## config.mk

```make
export PLATFORM = sky130hd
export DESIGN_NAME = sb_wakeup_unit
export DESIGN_NICKNAME = d
export VERILOG_FILES = /design/src/rtl/sb_pkg.sv /design/src/rtl/sb_regfile_bits.sv /design/src/rtl/sb_entry_slots.sv /design/src/rtl/sb_wakeup_unit.sv
export SDC_FILE = /design/constraint.sdc
export NUM_CORES = 1
export LEC_CHECK = 0
export ABC_AREA = 1
export ABC_CLOCK_PERIOD_IN_PS = 1000
export BUFFER_PORTS_ARGS = -buffer_cell sky130_fd_sc_hd__buf_2
export CAP_MARGIN = 30
export CORE_UTILIZATION = 25
export DETAILED_ROUTE_END_ITERATION = 6
export HOLD_SLACK_MARGIN = 0.06
export SETUP_SLACK_MARGIN = 0.3
export SLEW_MARGIN = 40
export SYNTH_ARGS = -nofsm -noshare
export SYNTH_HDL_FRONTEND = slang
export SYNTH_SLANG_ARGS = --single-unit
export TNS_END_PERCENT = 100
```

## constraint.sdc

```tcl
create_clock -name clk -period 1 [get_ports clk]
set_input_delay 0 -clock clk [delete_from_list [all_inputs] [get_ports clk]]
set_output_delay 0 -clock clk [all_outputs]
set_load 0.005 [all_outputs]
```

## src/rtl/sb_pkg.sv

```systemverilog
package sb_pkg;
    localparam int TAG_W = 6;

    typedef struct packed {
        logic             valid;
        logic [TAG_W-1:0] tag;
    } tag_req_t;

    function automatic logic tag_tracked(input logic [TAG_W-1:0] tag, input int count);
        return (int'(tag) < count);
    endfunction
endpackage

```

## src/rtl/sb_regfile_bits.sv

```systemverilog
module sb_regfile_bits #(
    parameter int NUM_PREGS = 32,
    localparam int PREG_W = $clog2(NUM_PREGS)
) (
    input  logic                 clk,
    input  logic                 rst,
    input  logic                 set_valid,
    input  logic [PREG_W-1:0]    set_idx,
    input  logic                 clr_valid,
    input  logic [PREG_W-1:0]    clr_idx,
    output logic [NUM_PREGS-1:0] ready_q
);
    logic [NUM_PREGS-1:0] ready_d;

    always_comb begin
        ready_d = ready_q;
        if (set_valid) ready_d[set_idx] = 1'b1;
        if (clr_valid) ready_d[clr_idx] = 1'b0;
    end

    always_ff @(posedge clk) begin
        if (rst) ready_q <= '0;
        else     ready_q <= ready_d;
    end


    reset_clears_chk: assert property (@(posedge clk) rst |=> (ready_q == '0));


    bcast_sets_chk: assert property (@(posedge clk) disable iff (rst)
        (set_valid && !(clr_valid && clr_idx == set_idx)) |=> ready_q[$past(set_idx)]);


    dst_clears_chk: assert property (@(posedge clk) disable iff (rst)
        clr_valid |=> !ready_q[$past(clr_idx)]);
endmodule

```

## src/rtl/sb_entry_slots.sv

```systemverilog
module sb_entry_slots
    import sb_pkg::*;
#(
    parameter int NUM_SRCS = 2
) (
    input  logic                      clk,
    input  logic                      rst,
    input  logic                      alloc,
    input  logic [NUM_SRCS-1:0]       alloc_wait,
    input  logic [NUM_SRCS*TAG_W-1:0] alloc_tag,
    input  tag_req_t                  wake,
    input  logic                      squash,
    output logic                      valid_q,
    output logic [NUM_SRCS-1:0]       wait_q,
    output logic [NUM_SRCS*TAG_W-1:0] tag_q,
    output logic                      ready
);
    always_ff @(posedge clk) begin
        if (rst) begin
            valid_q <= 1'b0;
            wait_q  <= '0;
            tag_q   <= '0;
        end else if (alloc) begin
            valid_q <= 1'b1;
            wait_q  <= alloc_wait;
            tag_q   <= alloc_tag;
        end else if (squash) begin
            valid_q <= 1'b0;
            wait_q  <= '0;
        end else begin
            for (int s = 0; s < NUM_SRCS; s++) begin
                if (wake.valid && wait_q[s] && tag_q[s*TAG_W +: TAG_W] == wake.tag)
                    wait_q[s] <= 1'b0;
            end
        end
    end

    assign ready = valid_q && (wait_q == '0);


    squash_empties_chk: assert property (@(posedge clk) disable iff (rst)
        (squash && !alloc) |=> (!valid_q && wait_q == '0));


    ready_needs_valid_chk: assert property (@(posedge clk) disable iff (rst)
        (!valid_q && !alloc) |=> !ready);

    generate
        for (genvar s = 0; s < NUM_SRCS; s++) begin : g_slot_chk

            slot_release_chk: assert property (@(posedge clk) disable iff (rst)
                (wake.valid && wait_q[s] && tag_q[s*TAG_W +: TAG_W] == wake.tag && !alloc && !squash)
                |=> !wait_q[s]);
        end
    endgenerate
endmodule

```

## src/rtl/sb_wakeup_unit.sv

```systemverilog
module sb_wakeup_unit
    import sb_pkg::*;
#(
    parameter int NUM_INT_PREGS = 16,
    parameter int NUM_FP_PREGS  = 16,
    parameter int NUM_ENTRIES   = 8,
    parameter int NUM_SRCS      = 2,
    localparam int NUM_PREGS = NUM_INT_PREGS + NUM_FP_PREGS,
    localparam int PREG_W    = $clog2(NUM_PREGS),
    localparam int EIDX_W    = $clog2(NUM_ENTRIES)
) (
    input  logic                      clk,
    input  logic                      rst,
    input  logic                      ins_valid,
    input  logic [EIDX_W-1:0]         ins_entry,
    input  logic [NUM_SRCS*TAG_W-1:0] ins_src_tag,
    input  logic [NUM_SRCS-1:0]       ins_src_rdy,
    input  logic                      ins_dst_valid,
    input  logic [TAG_W-1:0]          ins_dst_tag,
    input  logic                      bcast_valid,
    input  logic [TAG_W-1:0]          bcast_tag,
    input  logic [NUM_ENTRIES-1:0]    squash_mask,
    output logic [NUM_ENTRIES-1:0]    entry_ready,
    output logic [NUM_PREGS-1:0]      reg_ready,
    output logic                      dst_conflict
);
    tag_req_t wake;
    tag_req_t dst;
    logic [NUM_SRCS-1:0] src_wait;
    logic [NUM_ENTRIES-1:0] ent_valid;
    logic [NUM_ENTRIES-1:0][NUM_SRCS-1:0] ent_wait;
    logic [NUM_ENTRIES-1:0][NUM_SRCS*TAG_W-1:0] ent_tag;
    logic conflict_d;

    assign wake.valid = bcast_valid && tag_tracked(bcast_tag, NUM_PREGS);
    assign wake.tag   = bcast_tag;
    assign dst.valid  = ins_valid && ins_dst_valid && tag_tracked(ins_dst_tag, NUM_PREGS);
    assign dst.tag    = ins_dst_tag;

    // Resolve each incoming source against front-end flag, range, scoreboard and broadcast.
    always_comb begin
        for (int s = 0; s < NUM_SRCS; s++) begin
            logic [TAG_W-1:0] t;
            t = ins_src_tag[s*TAG_W +: TAG_W];
            src_wait[s] = !(ins_src_rdy[s]
                            || !tag_tracked(t, NUM_PREGS)
                            || reg_ready[t[PREG_W-1:0]]
                            || (wake.valid && wake.tag == t));
        end
    end

    sb_regfile_bits #(.NUM_PREGS(NUM_PREGS)) u_bits (
        .clk      (clk),
        .rst      (rst),
        .set_valid(wake.valid),
        .set_idx  (wake.tag[PREG_W-1:0]),
        .clr_valid(dst.valid),
        .clr_idx  (dst.tag[PREG_W-1:0]),
        .ready_q  (reg_ready)
    );

    generate
        for (genvar e = 0; e < NUM_ENTRIES; e++) begin : g_entry
            sb_entry_slots #(.NUM_SRCS(NUM_SRCS)) u_ent (
                .clk       (clk),
                .rst       (rst),
                .alloc     (ins_valid && ins_entry == EIDX_W'(e)),
                .alloc_wait(src_wait),
                .alloc_tag (ins_src_tag),
                .wake      (wake),
                .squash    (squash_mask[e]),
                .valid_q   (ent_valid[e]),
                .wait_q    (ent_wait[e]),
                .tag_q     (ent_tag[e]),
                .ready     (entry_ready[e])
            );
        end
    endgenerate

    // A new producer must not find consumers still waiting on its register.
    always_comb begin
        conflict_d = 1'b0;
        for (int e = 0; e < NUM_ENTRIES; e++) begin
            for (int s = 0; s < NUM_SRCS; s++) begin
                if (ent_valid[e] && ent_wait[e][s] && ent_tag[e][s*TAG_W +: TAG_W] == dst.tag)
                    conflict_d = 1'b1;
            end
        end
        if (!dst.valid || (wake.valid && wake.tag == dst.tag)) conflict_d = 1'b0;
    end

    always_ff @(posedge clk) begin
        if (rst) dst_conflict <= 1'b0;
        else     dst_conflict <= conflict_d;
    end


    untracked_bcast_chk: assert property (@(posedge clk) disable iff (rst)
        (bcast_valid && !tag_tracked(bcast_tag, NUM_PREGS) && !(ins_valid && ins_dst_valid))
        |=> $stable(reg_ready));


    conflict_pulse_chk: assert property (@(posedge clk) disable iff (rst)
        !(ins_valid && ins_dst_valid) |=> !dst_conflict);
endmodule

```

==> qor.yml, run 1 <==
initial_utilization: 0.2563
synth_top_area_frac: 0.3336
cts-root-buf: "clkbuf_16"
drive_gt1_frac: 0.4758
placed_cell_area_mm2: 0.01220
mappedNetlistArea_mm2: 0.009183
n_antenna_cell: 0
crit_path_frequent_cell: "nand3_1"
finalNetCount: 1700
ios: 83
clk_latency_ps: 440
n_fill_cell: 3527
async_flop_share: 0
tightestPinTransition_ps: 445.2
grt_usage: 0.2216
irDropWorstVdd_v: 0.001068
synth_seq_cells: 153
max_freq_mhz: 713.6
die_w_um: 193.7
syn_inst: 1346
core_mm2: 0.03583
combPwrFrac: 0.210
viasPerCell: 5.374
clock_sink_count: 153
seqPwrFrac: 0.388
die_y_um: 193.7
p_sw_mw: 5.043
cp_cell_sequence: "inv_2 -> nand2_1 -> nand3_1 -> nand3_1 -> nand3_1 -> nand2_1 -> nand2_2 -> buf_6 -> nand4_1 -> a21oi_1"
maxCapViolations: 0
crit_slowest_cell: "dfxtp_2"
stdcell_count: 2132
ys_seq_area_frac: 0.3336
grt_max_degree: 54
crit_fanout: 3
synth_compound_area_frac: 0.2379
place_ws_ps: -596.0
synthSimpleGateAreaFrac: 0.2645
fp-row-count: 69
p_clk_frac: 0.402
die_area_mm2: 0.03750
numCtsBuffers: 17
critPathArrivalTime_ps: 1770
synthAdderAreaFrac: 0
yosysWarnings: 0
synth_xor_area_frac: 0.04674
violations: "hold timing, setup timing"
cts_tree: "built"
yosys.area.top_type: "dfxtp_1"
drtPass1Iterations: 5
crit_type: "reg2reg"
ys.flop_type: "dfxtp_1"
synth_top_family_by_area: "simple AND/OR/NAND/NOR gates"
p_per_area_mw_per_mm2: 1130
clock_path_buffers: 2
worstPathRequired_ps: 1370
status: "finished with violations"
fin_ws_ps: -401.4
syn_to_final_growth_pct: 59.16
numPortBuffers: 82
gp_congestion: 0.9118
routed_wirelength_um: 43490
max_slew_margin: 0.7022
rsz0062_at_grt: "true"
clk_transition_reported_paths_ps: 70
dp_cells: 2061
ant_nets: 0
antenna_found_initial: 0
synth_area_per_cell_um2: 6.822
cp_slowest_stage_delay_ps: 330
fin_util: 0.4079
detailed_place_hpwl_um: 28970
synth_cell_types: 41
ctsHtreeMaxLevel: 4
overflow: 0
finalClockSkew_ps: 6.978
syn-num-nets: 1388
finalHoldViolCount: 21
drt_iter0_drc: 1212
drc: 0
slew_viol_final: 0
layout_min_cycle_time_ps: 1401
setup_viol: 41
cp-end-kind: "flip-flop"
startpoint_type: "flip-flop"
critPathBufInv: 2
critPathTopFamily: "simple AND/OR/NAND/NOR gates"
grt_pass1_wl_um: 63940
synth_edf_count: 0
switching_share: 0.3052
p_leak_nw: 5.943
intPower_mw: 11.48
postCtsHoldBufs: 3
fin_total_pwr_mw: 16.52
final.setup.tns_ps: -8152
final_area_mm2: 0.01462
hold_ws_ps: -157.3
hold_path.class: "in2reg"
vias: 11460
grt_pass1_vias: 10800
min_period_over_period: 1.401
routedWlPerCell_um: 20.40
synth.area.top_cells: "dfxtp_1 33%, nand2_1 9.0%, a21oi_1 8.9%"
synthMuxAreaShare: 0
==> final timing paths <==
| kind | start | to | slack [ps] | depth (start not counted) |
|---|---|---|---|---|
| max | u_bits.ready_q[1] | g_entry[4].u_ent.wait_q[1] | -400 | 10 |
| min | squash_mask[7] | g_entry[7].u_ent.valid_q | -160 | 4 |
| max reg2reg | u_bits.ready_q[1] | g_entry[4].u_ent.wait_q[1] | -400 | 10 |
| min reg2reg | g_entry[1].u_ent.valid_q | g_entry[1].u_ent.valid_q | 490 | 2 |
==> kinds of logic after synthesis <==
family / after synthesis
buf+inv: 217
simple gates: 530
flops: 153
compound gates: 397
xor+xnor: 49
==> Yosys cell counts (2+ instances only) <==
cell type / instances
o211ai_1: 19
clkbuf_1: 22
xnor2_1: 18
o2111ai_1: 6
a21oi_1: 164
buf_2: 37
nand2_2: 4
nand3_1: 85
nor3_1: 35
nand4_1: 29
nor2_1: 112
inv_6: 2
inv_2: 17
nor2_2: 5
inv_4: 3
a221oi_1: 2
o22ai_1: 42
or2_1: 2
o21ai_0: 139
o21ai_1: 3
nor4_1: 6
or2_0: 5
a211oi_1: 17
nor3_2: 12
inv_1: 98
nand2_4: 2
dfxtp_1: 153
nand2_1: 220
o211ai_2: 2
nor3b_1: 8
o221ai_1: 2
xor2_1: 31
buf_6: 16
buf_4: 21
==> flip-flops by register name, indices dropped and copies added, names as in the netlist <==
name	flops
dst_conflict	1
g_entry.u_ent.tag_q	96
g_entry.u_ent.valid_q	8
g_entry.u_ent.wait_q	16
u_bits.ready_q	32
==> layout make-up <==
cell class | instances | area, µm² | share of cell area
multi-input combinational | 976 | 5863 | 0.4012
timing repair buffer | 389 | 3809 | 0.2606
sequential | 153 | 3277 | 0.2242
tap | 461 | 576.8 | 0.03947
inverter | 120 | 500.5 | 0.03424
clock buffer | 21 | 460.4 | 0.03150
clock inverter | 11 | 120.1 | 0.008218
timing repair inverter | 1 | 8.758 | 0.0005993
==> power by group through the flow <==
stage / Sequential, mW / Combinational [mW] / Clock (mW)
5_1_grt: 6.43 / 3.66 / 6.94
6_report: 6.41 / 3.47 / 6.64
3_5_place_dp: 6.53 / 2.97 / 0
4_1_cts: 6.42 / 3.18 / 6.67
2_1_floorplan: 6.51 / 1.66 / 0
3_3_place_gp: 6.53 / 2.94 / 0
==> metal layers <==
layer  vias to the layer above  GRT usage  routed length (µm)
met5                         -          0                   0
met1                      5494     0.3035               18420
met3                       112    0.04523                4198
met4                         0    0.08030                1479
li1                       5231          -                   -
met2                       621     0.3423               19400
==> layout by cell type (no fill, tap or decap), types with 5 or more instances in the layout <==
cell / netlist / routed
nand2_1: 220 / 206
buf_4: 21 / 155
buf_6: 16 / 154
dfxtp_2: 0 / 123
a21oi_1: 164 / 116
nor2_1: 112 / 106
nand3_1: 85 / 73
o21ai_1: 3 / 64
inv_1: 98 / 57
inv_2: 17 / 54
buf_2: 37 / 44
o21ai_2: 0 / 42
a21oi_2: 0 / 42
o22ai_1: 42 / 42
o21ai_0: 139 / 34
buf_12: 0 / 32
xor2_1: 31 / 31
nand4_1: 29 / 29
nor3_1: 35 / 27
o211ai_1: 19 / 19
xnor2_1: 18 / 18
clkbuf_16: 0 / 17
dfxtp_4: 0 / 16
nor3_4: 1 / 15
nand2_2: 4 / 15
dfxtp_1: 153 / 14
a211oi_1: 17 / 11
nand3_2: 1 / 11
nor2_4: 0 / 9
nor3b_2: 0 / 7
inv_6: 2 / 6
nor3_2: 12 / 6
a21oi_4: 0 / 6
a211oi_2: 0 / 6
o2111ai_1: 6 / 6
nor4_1: 6 / 5
or2_0: 5 / 5
==> worst register-to-register path, stage by stage (launching register included) <==
cell,delay [ps]
dfxtp_2,330
inv_2,70
nand2_1,50
nand3_1,70
nand3_1,80
nand3_1,100
nand2_1,80
nand2_2,130
buf_6,160
nand4_1,120
a21oi_1,140
==> what timing repair did <==
item / 4_1_cts / 5_1_grt
gates cloned: 0 / 1
pin swaps: 78 / 65
hold endpoints to repair: 35 / 21
resized for setup: 329 / 218
endpoints found under the setup margin: 148 / 184
buffers inserted: 11 / 24
No activity file was read; power rests on OpenSTA's default activity.
==> run 2, diff against run 1 <==
--- a/config.mk
+++ b/config.mk
@@ -9,6 +9,7 @@
 export ABC_CLOCK_PERIOD_IN_PS = 1000
 export BUFFER_PORTS_ARGS = -buffer_cell sky130_fd_sc_hd__buf_2
 export CAP_MARGIN = 30
+export CORE_ASPECT_RATIO = 0.75
 export CORE_UTILIZATION = 25
 export DETAILED_ROUTE_END_ITERATION = 6
 export HOLD_SLACK_MARGIN = 0.06
==> qor.yml, run 2 (synthesized netlist as in run 1, its figures left out) <==
drc: 0  # unchanged
gp_congestion: 0.9843  # +8.0%
setup_viol: 55  # +34%
crit_type: "reg2reg"
numCtsBuffers: 17  # unchanged
drtPass1Iterations: 5  # unchanged
clock_path_buffers: 2  # unchanged
p_leak_nw: 6.074  # +2.2%
drt_iter0_drc: 1274  # +5.1%
cts-root-buf: "clkbuf_16"
final_common_cell: "nand2_1"
final_area_mm2: 0.01485  # +1.6%
layout_common_cells: "207 x nand2_1, 191 x buf_4, 153 x buf_6"
p_per_area_mw_per_mm2: 1167  # +3.2%
violations: "hold timing, setup timing"
max_slew_margin: 0.6664  # -0.03584
drive_gt1_frac: 0.4888  # +0.01306
grt_usage: 0.2275  # +0.005917
largestRegisters: "g_entry.u_ent.tag_q x96, u_bits.ready_q x32, g_entry.u_ent.wait_q x16"
initial_utilization: 0.2548  # -0.001468
ant_nets: 0  # unchanged
placed_cell_area_mm2: 0.01229  # +0.72%
fp-row-count: 60  # -13%
startpoint_type: "flip-flop"
critPathArrivalTime_ps: 1720  # -50 ps
ios: 83  # unchanged
place_ws_ps: -429.4  # +166.6 ps
viasPerCell: 5.238  # -2.5%
ctsHtreeMaxLevel: 4  # unchanged
numPortBuffers: 82  # unchanged
layout_min_cycle_time_ps: 1398  # -3.389 ps
core_mm2: 0.03603  # +0.58%
grt_pass1_vias: 10680  # -1.1%
min-delay-start: "squash_mask[3]"
n_fill_cell: 3578  # +1.4%
cp-end-kind: "flip-flop"
largest_register_ffs: 96  # unchanged
finalNetCount: 1729  # +1.7%
die_w_um: 223.3  # +15%
finalHoldViolCount: 18  # -14%
fin_util: 0.4122  # +0.004260
max_flop_register: "g_entry.u_ent.tag_q"
rr_startpoint: "g_entry[3].u_ent.tag_q[7]"
syn_to_final_growth_pct: 61.75
die_area_mm2: 0.03751  # about the same
routed_wirelength_um: 43530  # about the same
multi_input_area_mm2: 0.005953  # +1.5%
irDropWorstVdd_v: 0.0008744  # -18%
antenna_found_initial: 1  # +1
clock_sink_count: 153  # unchanged
worstSetupStartpoint: "g_entry[3].u_ent.tag_q[7]"
crit_fanout: 3  # unchanged
vias: 11350  # -0.99%
detailed_place_hpwl_um: 30520  # +5.3%
fin_ws_ps: -398.0  # +3.389 ps
tightestPinTransition_ps: 500.4  # +55.21 ps
maxCapViolations: 0  # unchanged
status: "finished with violations"
worstPathRequired_ps: 1320  # -50 ps
cts_tree: "built"
hold_path.class: "in2reg"
clk_transition_reported_paths_ps: 70  # about the same
min_period_over_period: 1.398  # -0.003389
grt_max_degree: 54  # unchanged
grt_pass1_wl_um: 64230  # +0.44%
max_freq_mhz: 715.3  # +0.24%
hold_ws_ps: -184.7  # -27.37 ps
finalClockSkew_ps: 12.24  # +5.263 ps
routedWlPerCell_um: 20.10  # -1.5%
rsz0062_at_grt: "true"
fin_total_pwr_mw: 17.33  # +4.9%
regArea_mm2: 0.003261  # -0.50%
die_y_um: 168.0  # -13%
postCtsHoldBufs: 2  # -1
overflow: 0  # unchanged
clk_latency_ps: 470  # +30 ps
slew_viol_final: 0  # unchanged
-- run 2: changes by cell type in the layout (fill, tap and decap cells not counted), sizes merged --
| cell | delta |
|---|---|
| diode | +1 |
| dlygate4sd3 | +1 |
| clkinvlp | -1 |
| dlymetal6s4s | -2 |
| clkbuf | +1 |
| buf | +29 |
| inv | -2 |
| bufinv | +3 |
-- run 2: routing by layer --
| layer | track usage | part of all wire | vias up |
|---|---|---|---|
| met5 | 0 | 0 | - |
| met4 | 0.08279 | 0.031 | 0 |
| met3 | 0.07557 | 0.12 | 97 |
| met2 | 0.3299 | 0.42 | 575 |
| met1 | 0.3110 | 0.44 | 5371 |
| li1 | - | - | 5302 |
-- run 2: worst max-delay path, stage by stage, from the launching register on --
cell	delay, ps
dfxtp_4	350
buf_4	120
nand2_1	60
o211ai_1	100
nor3_2	180
nand4_1	230
nand3_1	170
a21oi_2	60
-- run 2: power by group --
group          switching [mW]  internal [mW]
Clock                    2.88           4.48
Sequential              0.168           6.26
Combinational            2.08           1.46
-- run 2: layout make-up --
class / count / area share
Antenna cell: 1 / 0.0001685
Clock inverter: 12 / 0.01331
Clock buffer: 20 / 0.03007
Tap cell: 465 / 0.03917
Inverter: 120 / 0.03353
Sequential cell: 153 / 0.2195
Multi-Input combinational cell: 976 / 0.4008
Timing Repair Buffer: 419 / 0.2634
-- run 2: worst paths after layout --
path / to / slack [ps] / cells past startpoint
setup / recovery: g_entry[3].u_ent.wait_q[1] / -400 / 7
setup reg to reg: g_entry[3].u_ent.wait_q[1] / -400 / 7
hold / removal: g_entry[3].u_ent.valid_q / -180 / 4
hold reg to reg: g_entry[5].u_ent.valid_q / 490 / 2
-- run 2: what timing repair did --
| action | 4_1_cts | 5_1_grt |
|---|---|---|
| pin swaps | 74 | 70 |
| setup endpoints to repair | 147 | 184 |
| gates resized for setup | 310 | 233 |
| setup buffers | 11 | 29 |
| hold endpoints to repair | 26 | 20 |
-- run 2: per-stage QoR --
stage	setup TNS (ps)	hold WS (ps)	instances
6_report	-9070	-184.7	2166
5_1_grt	-11110	-148.6	2166
4_1_cts	-8657	-181.7	2136
3_5_place_dp	-18980	300.1	2091
3_3_place_gp	-16580	294.9	2091
2_1_floorplan	-962.2	173.3	1346
